===== src/rtl/pllseq_pkg.sv =====
package pllseq_pkg;

    localparam int WORD_W  = 32;
    localparam int NR_W    = 6;
    localparam int NF_W    = 13;
    localparam int NO_W    = 4;
    localparam int BW_W    = 12;
    localparam int MODE_W  = 2;

    // field positions decoded by the PLL control neighbour
    localparam int NR_POS  = 8;
    localparam int NO_POS  = 0;
    localparam int NF_POS  = 0;
    localparam int BW_POS  = 0;
    localparam int RST_BIT = 5;

    typedef enum logic [2:0] {
        ST_IDLE,
        ST_CHECK,
        ST_ARM,
        ST_PROG,
        ST_HOLD,
        ST_LOCK
    } seq_state_e;

    typedef enum logic [MODE_W-1:0] {
        MODE_SLOW   = 2'd0,
        MODE_NORMAL = 2'd1
    } pll_mode_e;

    // divider values as requested (not yet minus-one encoded)
    typedef struct packed {
        logic [NR_W:0] nr;
        logic [NF_W:0] nf;
        logic [NO_W:0] no;
    } div_req_t;

    function automatic logic [NR_W-1:0] enc_nr(input logic [NR_W:0] v);
        logic [NR_W:0] t;
        t = v - 1'b1;
        return t[NR_W-1:0];
    endfunction

    function automatic logic [NF_W-1:0] enc_nf(input logic [NF_W:0] v);
        logic [NF_W:0] t;
        t = v - 1'b1;
        return t[NF_W-1:0];
    endfunction

    function automatic logic [NO_W-1:0] enc_no(input logic [NO_W:0] v);
        logic [NO_W:0] t;
        t = v - 1'b1;
        return t[NO_W-1:0];
    endfunction

    function automatic logic [BW_W-1:0] enc_bw(input logic [NF_W:0] v);
        logic [NF_W:0] t;
        t = (v >> 1) - 1'b1;
        return t[BW_W-1:0];
    endfunction

endpackage


===== src/rtl/pllseq_range.sv =====
module pllseq_range
    import pllseq_pkg::*;
#(
    parameter int REF_KHZ     = 24000,
    parameter int VCO_MIN_KHZ = 440000,
    parameter int VCO_MAX_KHZ = 2200000,
    parameter int OUT_MIN_KHZ = 27500,
    parameter int OUT_MAX_KHZ = 2200000
) (
    input  div_req_t req,
    output logic     legal
);

    localparam logic [63:0] NR_MAX = 64'(1) << NR_W;
    localparam logic [63:0] NF_MAX = 64'(1) << NF_W;
    localparam logic [63:0] NO_MAX = 64'(1) << NO_W;

    logic [63:0] nr_w, nf_w, no_w, num, nrno;
    logic        bounds_ok, odd_ok, vco_ok, out_ok;

    // Compare by cross multiplication: exact, and no divider in the path.
    always_comb begin
        nr_w = 64'(req.nr);
        nf_w = 64'(req.nf);
        no_w = 64'(req.no);
        num  = 64'(REF_KHZ) * nf_w;
        nrno = nr_w * no_w;

        bounds_ok = (nr_w != 0) && (nr_w <= NR_MAX) &&
                    (nf_w != 0) && (nf_w <= NF_MAX) &&
                    (no_w != 0) && (no_w <= NO_MAX);
        odd_ok    = (no_w == 64'd1) || (req.no[0] == 1'b0);
        vco_ok    = (num >= 64'(VCO_MIN_KHZ) * nr_w) &&
                    (num <= 64'(VCO_MAX_KHZ) * nr_w);
        out_ok    = (num >= 64'(OUT_MIN_KHZ) * nrno) &&
                    (num <= 64'(OUT_MAX_KHZ) * nrno);
        legal     = bounds_ok && odd_ok && vco_ok && out_ok;
    end

endmodule


===== src/rtl/pllseq_timer.sv =====
module pllseq_timer #(
    parameter int W = 11
) (
    input  logic         clk,
    input  logic         rst,
    input  logic         load,
    input  logic [W-1:0] load_val,
    input  logic         dec,
    output logic         zero
);

    logic [W-1:0] cnt;

    always_ff @(posedge clk) begin
        if (rst) begin
            cnt <= '0;
        end else if (load) begin
            cnt <= load_val;
        end else if (dec && cnt != '0) begin
            cnt <= cnt - 1'b1;
        end
    end

    assign zero = (cnt == '0);

endmodule


===== src/rtl/pllseq_ctrl.sv =====
module pllseq_ctrl
    import pllseq_pkg::*;
(
    input  logic       clk,
    input  logic       rst,
    input  logic       start,
    input  logic       legal,
    input  logic       lock,
    input  logic       tmr_zero,
    output seq_state_e state,
    output logic       take_req,
    output logic       set_slow,
    output logic       set_rst,
    output logic       write_div,
    output logic       clr_rst,
    output logic       set_norm,
    output logic       ld_hold,
    output logic       ld_lock,
    output logic       tmr_dec,
    output logic       done,
    output logic       err
);

    always_ff @(posedge clk) begin
        if (rst) begin
            state <= ST_IDLE;
            done  <= 1'b0;
            err   <= 1'b0;
        end else begin
            done <= 1'b0;
            err  <= 1'b0;
            unique case (state)
                ST_IDLE:  if (start) state <= ST_CHECK;
                ST_CHECK: begin
                    if (legal) begin
                        state <= ST_ARM;
                    end else begin
                        err   <= 1'b1;
                        state <= ST_IDLE;
                    end
                end
                ST_ARM:   state <= ST_PROG;
                ST_PROG:  state <= ST_HOLD;
                ST_HOLD:  if (tmr_zero) state <= ST_LOCK;
                ST_LOCK: begin
                    if (lock) begin
                        done  <= 1'b1;
                        state <= ST_IDLE;
                    end else if (tmr_zero) begin
                        err   <= 1'b1;
                        state <= ST_IDLE;
                    end
                end
                default:  state <= ST_IDLE;
            endcase
        end
    end

    always_comb begin
        take_req  = (state == ST_IDLE) && start;
        set_slow  = (state == ST_CHECK) && legal;
        set_rst   = (state == ST_ARM);
        write_div = (state == ST_PROG);
        ld_hold   = (state == ST_PROG);
        clr_rst   = (state == ST_HOLD) && tmr_zero;
        ld_lock   = clr_rst;
        set_norm  = (state == ST_LOCK) && lock;
        tmr_dec   = ((state == ST_HOLD) || (state == ST_LOCK)) && !tmr_zero;
    end


    done_err_excl_chk: assert property (@(posedge clk) disable iff (rst)
        !(done && err));


    done_after_lock_chk: assert property (@(posedge clk) disable iff (rst)
        done |-> $past(lock));

endmodule


===== src/rtl/pll_prog_seq.sv =====
module pll_prog_seq
    import pllseq_pkg::*;
#(
    parameter int CLK_MHZ  = 100,
    parameter int HOLD_US  = 10,
    parameter int LOCK_TMO = 2000,
    parameter int REF_KHZ  = 24000
) (
    input  logic              clk,
    input  logic              rst,
    input  logic              start,
    input  logic [NR_W:0]     nr_in,
    input  logic [NF_W:0]     nf_in,
    input  logic [NO_W:0]     no_in,
    input  logic              lock,
    output logic              busy,
    output logic              done,
    output logic              err,
    output logic [MODE_W-1:0] pll_mode,
    output logic [WORD_W-1:0] pll_con0,
    output logic [WORD_W-1:0] pll_con1,
    output logic [WORD_W-1:0] pll_con2,
    output logic [WORD_W-1:0] pll_con3
);

    localparam int HOLD_CYC = CLK_MHZ * HOLD_US;
    localparam int TMR_MAX  = (HOLD_CYC > LOCK_TMO) ? HOLD_CYC : LOCK_TMO;
    localparam int TMR_W    = $clog2(TMR_MAX + 1);

    div_req_t   req_q;
    seq_state_e state;
    pll_mode_e  mode_q;
    logic       legal;
    logic       take_req, set_slow, set_rst, write_div, clr_rst, set_norm;
    logic       ld_hold, ld_lock, tmr_dec, tmr_zero;
    logic [TMR_W-1:0] tmr_val;
    logic [WORD_W-1:0] w0_next, w1_next, w2_next;

    pllseq_range #(.REF_KHZ(REF_KHZ)) i_range (
        .req   (req_q),
        .legal (legal)
    );

    pllseq_ctrl i_ctrl (
        .clk       (clk),
        .rst       (rst),
        .start     (start),
        .legal     (legal),
        .lock      (lock),
        .tmr_zero  (tmr_zero),
        .state     (state),
        .take_req  (take_req),
        .set_slow  (set_slow),
        .set_rst   (set_rst),
        .write_div (write_div),
        .clr_rst   (clr_rst),
        .set_norm  (set_norm),
        .ld_hold   (ld_hold),
        .ld_lock   (ld_lock),
        .tmr_dec   (tmr_dec),
        .done      (done),
        .err       (err)
    );

    assign tmr_val = ld_hold ? TMR_W'(HOLD_CYC - 1) : TMR_W'(LOCK_TMO - 1);

    pllseq_timer #(.W(TMR_W)) i_timer (
        .clk      (clk),
        .rst      (rst),
        .load     (ld_hold || ld_lock),
        .load_val (tmr_val),
        .dec      (tmr_dec),
        .zero     (tmr_zero)
    );

    always_comb begin
        w0_next = '0;
        w1_next = '0;
        w2_next = '0;
        w0_next[NR_POS +: NR_W] = enc_nr(req_q.nr);
        w0_next[NO_POS +: NO_W] = enc_no(req_q.no);
        w1_next[NF_POS +: NF_W] = enc_nf(req_q.nf);
        w2_next[BW_POS +: BW_W] = enc_bw(req_q.nf);
    end

    always_ff @(posedge clk) begin
        if (rst) begin
            req_q    <= '0;
            mode_q   <= MODE_NORMAL;
            pll_con0 <= '0;
            pll_con1 <= '0;
            pll_con2 <= '0;
            pll_con3 <= '0;
        end else begin
            if (take_req) req_q <= '{nr: nr_in, nf: nf_in, no: no_in};
            if (set_slow) mode_q <= MODE_SLOW;
            if (set_rst)  pll_con3[RST_BIT] <= 1'b1;
            if (clr_rst)  pll_con3[RST_BIT] <= 1'b0;
            if (write_div) begin
                pll_con0 <= w0_next;
                pll_con1 <= w1_next;
                pll_con2 <= w2_next;
            end
            if (set_norm) mode_q <= MODE_NORMAL;
        end
    end

    assign pll_mode = mode_q;
    assign busy     = (state != ST_IDLE);


    rst_only_slow_chk: assert property (@(posedge clk) disable iff (rst)
        pll_con3[RST_BIT] |-> (pll_mode == MODE_SLOW));


    div_write_in_rst_chk: assert property (@(posedge clk) disable iff (rst)
        (!$stable(pll_con0) || !$stable(pll_con1) || !$stable(pll_con2))
            |-> pll_con3[RST_BIT]);


    normal_needs_lock_chk: assert property (@(posedge clk) disable iff (rst)
        (pll_mode == MODE_NORMAL && $past(pll_mode) == MODE_SLOW) |-> $past(lock));


    req_held_busy_chk: assert property (@(posedge clk) disable iff (rst)
        (busy && start) |=> $stable(req_q));


    busy_low_on_flag_chk: assert property (@(posedge clk) disable iff (rst)
        (done || err) |-> !busy);

endmodule


===== config.mk =====
export PLATFORM = sky130hd
export DESIGN_NAME = pll_prog_seq
export DESIGN_NICKNAME = d
export VERILOG_FILES = /design/src/rtl/pllseq_pkg.sv /design/src/rtl/pllseq_range.sv /design/src/rtl/pllseq_timer.sv /design/src/rtl/pllseq_ctrl.sv /design/src/rtl/pll_prog_seq.sv
export SDC_FILE = /design/constraint.sdc
export NUM_CORES = 1
export LEC_CHECK = 0
export ABC_AREA = 1
export CAP_MARGIN = 25
export CORE_MARGIN = 5
export CORE_UTILIZATION = 45
export CTS_BUF_LIST = sky130_fd_sc_hd__clkbuf_4 sky130_fd_sc_hd__clkbuf_8
export CTS_CLUSTER_DIAMETER = 80
export DETAILED_ROUTE_END_ITERATION = 8
export PLACE_DENSITY = 0.75
export SLEW_MARGIN = 10
export SYNTH_ARGS = -nofsm -noshare
export SYNTH_HDL_FRONTEND = slang
export SYNTH_SLANG_ARGS = --single-unit

===== constraint.sdc =====
create_clock -name clk -period 10.36 [get_ports clk]
set_input_delay 2.072 -clock clk [delete_from_list [all_inputs] [get_ports clk]]
set_output_delay 2.072 -clock clk [all_outputs]
set_load 0.03 [all_outputs]

==> Word-level counts from Yosys, hierarchy flattened <==
Cells that the tools add are included.
{ "op_classes": {"add_sub_neg": 5, "mul": 6, "magnitude_cmp": 7, "eq_ne": 9, "n_mux": 14, "bitwise": 2, "reduce_logical": 32} }
{ "op_table": {"columns": ["operator", "n"], "rows": [
  ["29-bit by 34-bit <= comparator with 1-bit output", 1],
  ["11-bit two-way mux", 3],
  ["29-bit by 26-bit >= comparator with 1-bit output", 1],
  ["29-bit by 27-bit >= comparator with 1-bit output", 1],
  ["29-bit <= comparator", 1],
  ["16-bit by 12-bit multiplier with 28-bit output, first input constant", 1],
  ["13-bit by 12-bit multiplier with 25-bit output, first input constant", 1],
  ["16-bit by 7-bit multiplier with 23-bit output, first input constant", 1],
  ["9-bit by 14-bit multiplier with 23-bit output, first input constant", 1],
  ["13-bit by 7-bit multiplier with 20-bit output, first input constant", 1],
  ["3-bit case mux with 6 select lines", 1],
  ["1-bit logical AND", 16],
  ["14-bit <= comparator, second input constant", 1],
  ["14-bit nonzero test", 1],
  ["13-bit by 1-bit subtractor with 13-bit output, second input constant", 1],
  ["7-bit by 5-bit multiplier with 12-bit output", 1],
  ["3-bit two-way mux", 4],
  ["12-bit by 1-bit subtractor with 12-bit output, second input constant", 1],
  ["11-bit zero test", 1],
  ["11-bit nonzero test", 1],
  ["11-bit by 1-bit subtractor with 11-bit output, second input constant", 1],
  ["7-bit <= comparator, second input constant", 1],
  ["7-bit nonzero test", 1],
  ["3-bit by 2-bit equality test with 1-bit output, second input constant", 2],
  ["other kinds (21)", 30]
]} }
{ "word_totals": {"reg_bits": 79, "input_bits": 30, "output_inout_bits": 133, "word_cells": 87} }

==> Depth between registers and ports, before layout <==
{ "depth": {"word_depth": 11, "mapped_depth": 53, "depth_no_buf": 52} }

==> Cells and area by module <==
A second synthesis with hierarchy kept.
{ "unflattened": {"hier_cells": 2641, "area_unflattened_um2": 20279.4} }
{ "by_module_without_submodules": {"columns": ["mod", "instances", "cells_each", "area_each_um2", "seq_area_each_um2"], "rows": [
  ["pllseq_range", 1, 1999, 15686.3, 0.0],
  ["pll_prog_seq", 1, 476, 3489.6, 1261.2],
  ["pllseq_timer", 1, 118, 785.8, 220.2],
  ["pllseq_ctrl", 1, 48, 317.8, 100.1]
]} }

==> Least setup slack after synthesis <==
No wires, ideal clock.
{ "synth_path": {"kind": "reg2reg", "startpoint": "register req_q[19] in the netlist's numbering", "endpoint": "register mode_q[0], in the netlist pll_mode[0]", "setup_time_ps": 113, "arrival_ps": 8829, "required_time_ps": 10247, "slack_ps": 1418, "path_stages_with_launch": 45, "n_path_buf": 1, "synth_period_minus_slack_ps": 8942, "path_cell_list": "dfxtp_1 buf_2 nand2_1 fa_1 fa_1 fa_1 inv_1 ha_1 nand2_1 nand2_1 nand2_1 nand2_1 a21oi_1 nor2_1 nor2_1 xnor2_1 ha_1 fa_1 [9 not listed] o211ai_1 nor2_1 o21ai_1 a31oi_1 o21ai_1 xnor2_1 ha_1 nand2_1 nor2_1 nand4_1 nor4_1 nand4_1 nand2_1 nand2_1 nand3_1 nand4_1 nand2_1 nand2_1"} }
{ "synth_between": {"elab_chain_len": 10, "word_cells_on_any_way": 22, "classes_between": "mul: 5; order compare: 5; reduce/logical: 12"} }
{ "synth_rtl": {"columns": ["item", "line_no", "source"], "rows": [
  ["from (decl)", "pll_prog_seq.sv:30", "div_req_t req_q;"],
  ["from (signal assigned)", "pll_prog_seq.sv:95", "if (take_req) req_q <= '{nr: nr_in, nf: nf_in, no: no_in};"],
  ["branches (longest 8 deep; another with 29-bit by 34-bit <= comparator with 1-bit output)", null, null],
  ["1-bit logical AND (*)", "pllseq_range.sv:37", "legal = bounds_ok && odd_ok && vco_ok && out_ok;"],
  ["1-bit logical AND (*)", "pllseq_ctrl.sv:61", "set_slow = (state == ST_CHECK) && legal;"],
  ["to (signal assigned)", "pll_prog_seq.sv:89", "mode_q <= MODE_NORMAL;"],
  ["to (signal assigned)", "pll_prog_seq.sv:96", "if (set_slow) mode_q <= MODE_SLOW;"],
  ["to (signal assigned)", "pll_prog_seq.sv:104", "if (set_norm) mode_q <= MODE_NORMAL;"],
  ["to (decl)", "pll_prog_seq.sv:32", "pll_mode_e mode_q;"]
]} }
Every way passes the cells marked *.
A chain may end at the register's enable or synchronous reset.

==> Worst setup path in the final report <==
{ "layout_path": {"startpoint": "register req_q[22] in the netlist's numbering", "endpoint": "register mode_q[0], in the netlist pll_mode[0]"} }
The elaborated chain is that of the path after synthesis.

==> out/results.txt <==
The flow ran to the end, and the final reports show no timing, DRC or antenna violations. Each instance of the synthesized netlist takes up on average 7.810 µm². The floorplan step defined a die boundary enclosing 47940 µm².

The number of buffers on the longest clock path came out at 2. The most frequent standard cell in the layout excluding fill and tap cells was sky130_fd_sc_hd__inv_1. Clock-pin slew was measured on the worst setup and hold paths at 0.10 ns. Initial antenna violation count: 0. The number of slew-limit violations in the final report is 0. The routed wirelength normalized by instance count is 15.59 µm, and the final net count is 3242.

The logs give 48 for the post-synthesis cell type count and 8.049% for the sequential fraction of the synthesis area. The floorplan step set the die height to 219.0 µm. The pre-antenna-repair detailed-routing pass consisted of 6 iterations. The post-CTS setup buffer count is 0.

The first global-routing pass estimated 81.32 mm of wire. Of the available clock period, the critical path in the final layout requires 91.99%. After synthesis the netlist holds a flip-flop and latch count of 79.

Largest incremental delay on the critical path: 0.61 ns. The number of I/O pins is 163, and the clock insertion delay at the later pin of the skew report is 0.38 ns. Measured along the x axis, the die boundary spans 219.0 µm.

On the critical path, the stage with the largest delay is an instance of sky130_fd_sc_hd__fa_1. At the worst endpoint, the arrival time is 9.79 ns. By instance count, the cell type seen most on the critical path is sky130_fd_sc_hd__nand2_1. In the layout the commonest cells are sky130_fd_sc_hd__inv_1, sky130_fd_sc_hd__ha_1, sky130_fd_sc_hd__nand2_1, sky130_fd_sc_hd__fa_1, sky130_fd_sc_hd__a21oi_1. Static timing analysis puts the maximum clock frequency at 0.1049 GHz. The detailed router finished its first iteration with 1090 violations. For the pin with the worst max-slew slack, the measured transition is 1.130 ns.

Clock skew on the completed layout was measured at 0.01848 ns. The smallest clock period supported by the final layout is computed as 9.530 ns. Entering global routing, the biggest net connects 61 pins. For this run, the number of Yosys warnings is 0. The logs give 0 for the reported max-cap violation count and 0.4709 ns for the worst hold slack. The run gives 16060 as the via count. In this design, the largest share of critical-path delay is due to adder cells. The worst setup path is captured at a flip-flop. The core region is 43170 µm². For this run the aggregate overflow at the end of global routing stands at 0.

The path type of the worst setup path is flip-flop to flip-flop. For the via count of the first global-routing pass, the log shows 16370. The vias per cell was 5.059. The tightest slew margin relative to the limit is 24.11%, and the standard-cell row count is 76. The run gives 9 as the CTS buffer count. The tools report the count of antenna-violating nets left after detailed routing as 0.

Setup repair after global routing left no endpoint under its margin. Launching element type of the critical path: a flip-flop. The most used flip-flop cell after synthesis is sky130_fd_sc_hd__dfxtp_1. Once the floorplan was initialized, standard cells occupied 45.51% of the core.

TritonCTS built the clock tree. After routing, the total negative slack on setup checks comes to 0 ns. Of all nets on the critical path, the largest fanout is 6. The CTS root buffer is sky130_fd_sc_hd__clkbuf_8. Number of enable flip-flop cells after synthesis: 0. The final layout contains routed wiring with a total length of 49.48 mm. The number of filler instances in the final layout is 4205, and the area of the mapped netlist is 19650 µm².

Routability-driven placement finished with a final weighted congestion of 0.9744. For this run, the total global-route usage over all layers was measured as 20.76%. For this run, asynchronously set or reset flops after synthesis account for 0%. The number of buffers and inverters on the critical path is 7. The clock net in this run drives a total of 79 sinks. The count of final hold-check violations is 0. The required time of the worst setup path is 10.62 ns. In the routed design, unresolved DRC markers number 0. The HPWL after detailed placement was 43.13 mm; the synthesis-to-finish area growth was 6.864%. Input and output buffers added on the ports amount to 69.

The worst hold path class was flip-flop to flip-flop. The H-tree was split into 3 levels. Cells with a size suffix above 1 make up 3.748% of the layout. The count of endpoints failing setup in the final report was 0; the cell count after synthesis was 2516.
path summary, 6_finish.rpt:
check	start	endpoint	slack, ns	cells after the start
max	req_q[22]	pll_mode[0]	0.83	47
min	pll_con3[5]	pll_con3[5]	0.47	2
max reg2reg	req_q[22]	pll_mode[0]	0.83	47
min reg2reg	pll_con3[5]	pll_con3[5]	0.47	2
worst reg2reg max path, delay by kind of cell, from the launching register on:
kind / cells / cell delay (ns)
fa+ha+maj: 11 / 4.88
flops: 1 / 0.47
xor+xnor: 3 / 0.39
buf+inv: 7 / 0.48
compound gates: 6 / 1.07
simple gates: 20 / 2.14
kinds of logic after synthesis:
logic type,count (synthesis),share of synthesized area [%]
AND/OR/NAND/NOR,638,13.84
XOR/XNOR,122,5.476
flip-flops,79,8.049
buffers and inverters,684,14.86
adder cells (fa/ha/maj),629,47.54
other,1,0.01909
AO/OA/AOI/OAI,363,10.21
state kept, by name, indices dropped and copies added (netlist names):
name,cells
pll_con2,12
i_ctrl.state,3
i_timer.cnt,11
pll_con0,10
req_q,26
pll_mode,1
pll_con1,13
i_ctrl.err,1
pll_con3,1
i_ctrl.done,1
Yosys cell counts (2+ instances only):
library cell,instances,area [µm²]
sky130_fd_sc_hd__o211ai_1,5,37.54
sky130_fd_sc_hd__xnor2_1,47,411.6
sky130_fd_sc_hd__dfxtp_1,79,1582
sky130_fd_sc_hd__nand2_1,358,1344
sky130_fd_sc_hd__nand4_1,20,125.1
sky130_fd_sc_hd__buf_4,93,698.2
sky130_fd_sc_hd__ha_1,433,5418
sky130_fd_sc_hd__clkbuf_1,27,101.4
sky130_fd_sc_hd__nand2_2,7,43.79
sky130_fd_sc_hd__inv_1,551,2068
sky130_fd_sc_hd__nor3_1,11,55.05
sky130_fd_sc_hd__nor3b_1,4,30.03
sky130_fd_sc_hd__o21bai_1,10,75.07
sky130_fd_sc_hd__nand3_2,7,70.07
sky130_fd_sc_hd__inv_2,10,37.54
sky130_fd_sc_hd__nand3b_1,2,15.01
sky130_fd_sc_hd__a21o_1,6,45.04
sky130_fd_sc_hd__a21oi_2,5,43.79
sky130_fd_sc_hd__buf_2,3,15.01
sky130_fd_sc_hd__o21ai_0,100,500.5
sky130_fd_sc_hd__and2_1,3,18.77
sky130_fd_sc_hd__nor2_2,11,68.82
sky130_fd_sc_hd__a31oi_1,21,131.4
sky130_fd_sc_hd__o221ai_1,6,52.55
sky130_fd_sc_hd__a211oi_1,4,30.03
sky130_fd_sc_hd__fa_1,196,3924
sky130_fd_sc_hd__a21oi_1,175,875.8
sky130_fd_sc_hd__o21ai_2,5,43.79
sky130_fd_sc_hd__nor2_1,132,495.5
sky130_fd_sc_hd__o21ai_1,13,65.06
sky130_fd_sc_hd__xor2_1,74,648.1
sky130_fd_sc_hd__nor3_2,4,40.04
sky130_fd_sc_hd__a21boi_1,3,22.52
sky130_fd_sc_hd__or2_2,4,25.02
sky130_fd_sc_hd__o31ai_1,2,15.01
sky130_fd_sc_hd__o21a_1,3,22.52
sky130_fd_sc_hd__nor4_1,5,31.28
sky130_fd_sc_hd__nand3_1,67,335.3
layer usage:
metal  global-route usage (%)  part of all wire [%]  vias to the layer above
met5                        0                     0                        -
met4                    6.573                   3.1                        0
met3                    2.111                   5.2                      100
met2                    36.29                    48                      437
met1                    27.05                    43                     7591
li1                         -                     -                     7930
through the flow:
stage	instance area (µm²)	setup WS, ns	std cells	utilization (%)
6_report	21000	0.8303	3174	48.64
5_1_grt	21000	0.02496	3173	48.63
4_1_cts	20940	0.4662	3170	48.49
3_5_place_dp	20730	0.5054	3154	48.01
3_3_place_gp	20730	0.6984	3154	48.01
2_1_floorplan	19990	1.418	2608	-
final cells by class:
class / count / area (µm²) / share of cell area (%)
inverters: 561 / 2106 / 10.03
clock inverters: 5 / 63.81 / 0.3039
clock buffers: 11 / 145.1 / 0.6912
repair buffers: 87 / 838.3 / 3.992
multi-input cells: 1845 / 15520 / 73.92
well taps: 585 / 732.0 / 3.486
flip-flops and latches: 79 / 1589 / 7.568
diodes: 1 / 2.502 / 0.01192
repair_timing:
action | 4_1_cts | 5_1_grt
endpoints found under the hold margin | 0 | 0
hold buffers | 0 | 0
endpoints found under the setup margin | 0 | 3
gates resized for setup | 0 | 8
Power is left out: the tool's default activity adds up to more than one toggle a clock period on the data nets, which glitch-free logic cannot reach.
